[config.mk]
export PLATFORM = sky130hd
export DESIGN_NAME = sync_deser
export DESIGN_NICKNAME = d
export VERILOG_FILES = /design/src/rtl/sync_deser.sv
export SDC_FILE = /design/constraint.sdc
export NUM_CORES = 1
export LEC_CHECK = 0
export ABC_AREA = 1
export BUFFER_PORTS_ARGS = -buffer_cell sky130_fd_sc_hd__buf_2
export CAP_MARGIN = 20
export CELL_PAD_IN_SITES_DETAIL_PLACEMENT = 1
export CELL_PAD_IN_SITES_GLOBAL_PLACEMENT = 2
export CORE_ASPECT_RATIO = 0.75
export CORE_MARGIN = 1.5
export CORE_UTILIZATION = 26
export DETAILED_ROUTE_END_ITERATION = 6
export PLACE_DENSITY = 0.61
export SYNTH_ARGS = -nofsm -noshare
export SYNTH_HDL_FRONTEND = slang
export SYNTH_SLANG_ARGS = --single-unit
[constraint.sdc]
create_clock -name clk -period 4.5 [get_ports clk]
set_input_delay 0.9 -clock clk [delete_from_list [all_inputs] [get_ports clk]]
set_output_delay 0.9 -clock clk [all_outputs]
set_load 0.005 [all_outputs]
[src/rtl/sync_deser.sv]
`timescale 1ns/1ps
module sync_deser #(
  parameter int WORD_W      = 24,
  parameter logic [WORD_W-1:0] SYNC_PAT = 24'hFFF000,
  parameter int SYNC_EVERY  = 4,
  parameter int LOCK_HITS   = 3,
  parameter int LOSS_MISSES = 4
) (
  input  logic              clk,
  input  logic              rst_n,
  input  logic              ser_in,
  output logic              locked,
  output logic              ev_valid,
  output logic [WORD_W-1:0] ev_word
);
  localparam int BC_W = $clog2(WORD_W);
  localparam int WC_W = (SYNC_EVERY > 1) ? $clog2(SYNC_EVERY) : 1;
  localparam int HC_W = $clog2(LOCK_HITS + 1);
  localparam int MC_W = $clog2(LOSS_MISSES + 1);

  typedef enum logic [1:0] {HUNT, CONFIRM, ALIGNED} st_t;

  st_t              st;
  logic [WORD_W-1:0] sreg;
  logic [BC_W-1:0]  bcnt;
  logic [WC_W-1:0]  wcnt;
  logic [HC_W-1:0]  hits;
  logic [MC_W-1:0]  misses;

  wire hit      = (sreg == SYNC_PAT);
  wire word_rdy = (bcnt == '0);
  assign locked = (st == ALIGNED);

  always_ff @(posedge clk or negedge rst_n) begin
    if (!rst_n) begin
      st       <= HUNT;
      sreg     <= '0;
      bcnt     <= '0;
      wcnt     <= '0;
      hits     <= '0;
      misses   <= '0;
      ev_valid <= 1'b0;
      ev_word  <= '0;
    end else begin
      sreg     <= {sreg[WORD_W-2:0], ser_in};
      ev_valid <= 1'b0;
      bcnt     <= (bcnt == BC_W'(WORD_W-1)) ? '0 : bcnt + 1'b1;
      case (st)
        HUNT: if (hit) begin
          st   <= CONFIRM;
          bcnt <= BC_W'(1);
          hits <= HC_W'(1);
        end
        CONFIRM: if (word_rdy) begin
          if (!hit) st <= HUNT;
          else if (hits == HC_W'(LOCK_HITS-1)) begin
            st     <= ALIGNED;
            wcnt   <= WC_W'(1 % SYNC_EVERY);
            misses <= '0;
          end else hits <= hits + 1'b1;
        end
        ALIGNED: if (word_rdy) begin
          wcnt <= (wcnt == WC_W'(SYNC_EVERY-1)) ? '0 : wcnt + 1'b1;
          if (!hit) begin
            ev_valid <= 1'b1;
            ev_word  <= sreg;
          end
          if (wcnt == '0) begin
            if (hit) misses <= '0;
            else if (misses == MC_W'(LOSS_MISSES-1)) st <= HUNT;
            else misses <= misses + 1'b1;
          end
        end
        default: st <= HUNT;
      endcase
    end
  end

  a_r5_single_pulse: assert property (@(posedge clk) disable iff (!rst_n)
    ev_valid |=> !ev_valid);
  a_r2_valid_needs_lock: assert property (@(posedge clk) disable iff (!rst_n)
    ev_valid |-> $past(locked));
  a_r5_sync_never_out: assert property (@(posedge clk) disable iff (!rst_n)
    ev_valid |-> (ev_word != SYNC_PAT));
  a_r4_lock_on_sync: assert property (@(posedge clk) disable iff (!rst_n)
    $rose(locked) |-> $past(hit));
  a_r7_loss_emits_word: assert property (@(posedge clk) disable iff (!rst_n)
    $fell(locked) |-> (ev_valid && !$past(hit)));
endmodule

==> impl_metrics.ini <==
[status]
outcome = finished, final reports clean

[global_route]
grt_pass1_vias = 1813
grt-ovfl-total = 0
grt_pass1_wl_mm = 9.20
grt_max_degree = 39
grt.total_usage = 0.117
antenna_found_initial = 0

[min_path]
hp-class = reg2reg

[clocking]
cts_tree = done
cts_sinks = 63
clock_latency_ns = 0.33
ctsResizeCount = 0
clockBufferDepth = 2
cts_buffers = 9
postCtsSetupBuffers = 0
path_clk_slew_ns = 0.05
htreeDepth = 3
cts-root-buf = clkbuf_16
hold_buffers = 0

[routing]
routedWlPerCell_um = 12.3
drc = 0
wirelength_mm = 5.48
dr.pass1.iters = 4
avgViaCountPerCell = 3.96
drtIter0Drc = 36
vias = 1759
ant_nets = 0

[synth]
yosysWarnings = 0
synth_xor_area_frac = 0
synth.avg_cell_area_um2 = 9.44
ys_top_cells_by_area = dfrtp_1 61%, nand2_1 17%, ha_1 3.4%
synth_fa_ha_area_frac = 0.0340
yosys.area_share.simple = 0.269
yosysTopAreaCellShare = 0.612
synthMuxAreaShare = 0
synth-seq-cells = 63
syn_inst = 273
syn_area_um2 = 2580
synth_top_family_by_area = simple AND/OR/NAND/NOR gates
ys_seq_area_frac = 0.612
synth_cell_types = 25
synth.largest_area_cell = dfrtp_1
syn-num-nets = 283
synth_compound_area_frac = 0.0262

[power_and_ir_drop]
power_density_nw_per_um2 = 409
p_leak_nw = 1.71
power_w = 0.00128
peakVddDrop_uv = 227

[setup_path]
cp_slowest_stage_delay_ns = 0.40
cp_slowest_cell = dfrtp_1
crit_arrival_ns = 1.12
end_kind = output port
crit_required_ns = 3.60
cp_max_fo = 9
cp-start-kind = register
critical_path.cell_chain = inv_2 > nor2_8 > buf_2
crit_type = reg2out

[placement]
placed_cell_area_um2 = 2850
portBuffers = 28
post-dp-hpwl_mm = 3.75
dp.cells = 430
gp_congestion = 0.716

[die]
die_area_um2 = 10500
die_x_um = 118
coreArea_um2 = 9660
die_h_um = 89.2
ios = 29
row_count = 31
start_util = 0.267

[timing]
drv_slew = 0
hold_viol = 0
finalSetupTns_ns = 0
setup_violations = 0
relSlewSlack = 0.622
finalWorstPathRequiredPeriod_ns = 2.02
rsz0062_at_grt = false
fin_skew_ns = 0.00508
fmax_mhz = 495
worstMarginPinSlew_ns = 0.567
finalCritPeriodShare = 0.449
whs_ns = 0.395

[final_layout]
drive_above_1_share = 0.215
area_delta_synth_final_pct = 21.6
diodes = 0
multi_input_comb_area_um2 = 848
nFillCells = 1138
regArea_um2 = 1580
finalNonFillerCells = 444
final_area_um2 = 3130
final_nets = 319

[run]
drv_cap = 0
## registers in the layout (all words and copies together), names as in the netlist
name	count
ev_valid	1
wcnt	2
st	2
sreg	24
bcnt	5
hits	2
misses	3
ev_word	24
## layout by cell type, fill, tap and decap left out, types with 2 or more instances in the layout
master,instances
nand2_1,115
dfrtp_1,63
buf_2,28
inv_1,23
nor2_1,18
nand2_2,10
clkbuf_16,9
ha_1,7
o21ai_0,6
inv_2,4
nand3_1,4
nor2_4,3
a21oi_1,3
nor2_2,2
nor3_1,2
a211oi_1,2
clkinv_2,2
## logic make-up after synthesis
group,Yosys count
buf+inv,32
compound gates,12
fa+ha+maj,7
flops,63
simple gates,159
## synthesized netlist by cell type
master / instances
a211oi_1: 2
a21oi_1: 3
and2_2: 1
buf_12: 1
buf_2: 1
buf_4: 1
buf_6: 1
dfrtp_1: 63
ha_1: 7
inv_1: 23
inv_2: 4
inv_4: 1
nand2_1: 115
nand2_2: 10
nand2_4: 1
nand3_1: 4
nand3_2: 1
nand4_1: 1
nor2_1: 18
nor2_2: 2
nor2_4: 3
nor2_8: 1
nor3_1: 2
o21a_1: 1
o21ai_0: 6
## final timing paths
check	from	endpoint	slack, ns	cells after the start
worst max-delay path	st[1]$_DFFE_PN0P_	locked	2.48	3
worst min-delay path	sreg[1]$_DFF_PN0_	sreg[2]$_DFF_PN0_	0.40	0
max in group asynchronous	rst_n	ev_word[23]$_DFFE_PN0P_	3.01	2
worst min register to register	sreg[1]$_DFF_PN0_	sreg[2]$_DFF_PN0_	0.40	0
min in group asynchronous	rst_n	sreg[0]$_DFF_PN0_	0.57	1
worst max register to register	bcnt[0]$_DFF_PN0_	ev_word[21]$_DFFE_PN0P_	2.58	8
## per-stage QoR
stage | utilization | setup slack [ns]
global route | 0.324 | 2.35
CTS | 0.324 | 2.45
global placement | 0.295 | 2.55
finish | 0.324 | 2.48
detailed placement | 0.295 | 2.50
floorplan | - | 3.00
## worst max-delay path, delay by kind of cell (launching register included)
kind	cells	cell delay [ns]
buf+inv	2	0.25
flops	1	0.40
simple gates	1	0.15
## cell type report
type	count	share of cell area
Sequential cell	63	0.503
Multi-Input combinational cell	178	0.271
Clock buffer	10	0.0763
Tap cell	132	0.0527
Timing Repair Buffer	29	0.0471
Inverter	28	0.0344
Clock inverter	4	0.0152
## power breakdown
part,total [W],switching [W],internal (W)
Combinational,0.0000168,0.0000138,0.00000301
Clock,0.000677,0.000242,0.000435
Sequential,0.000587,0.00000912,0.000578
Total,0.00128,0.000265,0.00102
## layer usage
layer,track usage,routed length (µm),vias up
li1,-,-,903
met1,0.162,2980,828
met2,0.167,2220,23
met3,0.0517,225,5
met4,0.0299,55,0
met5,0,0,-
(Power assumes the default switching activity.)
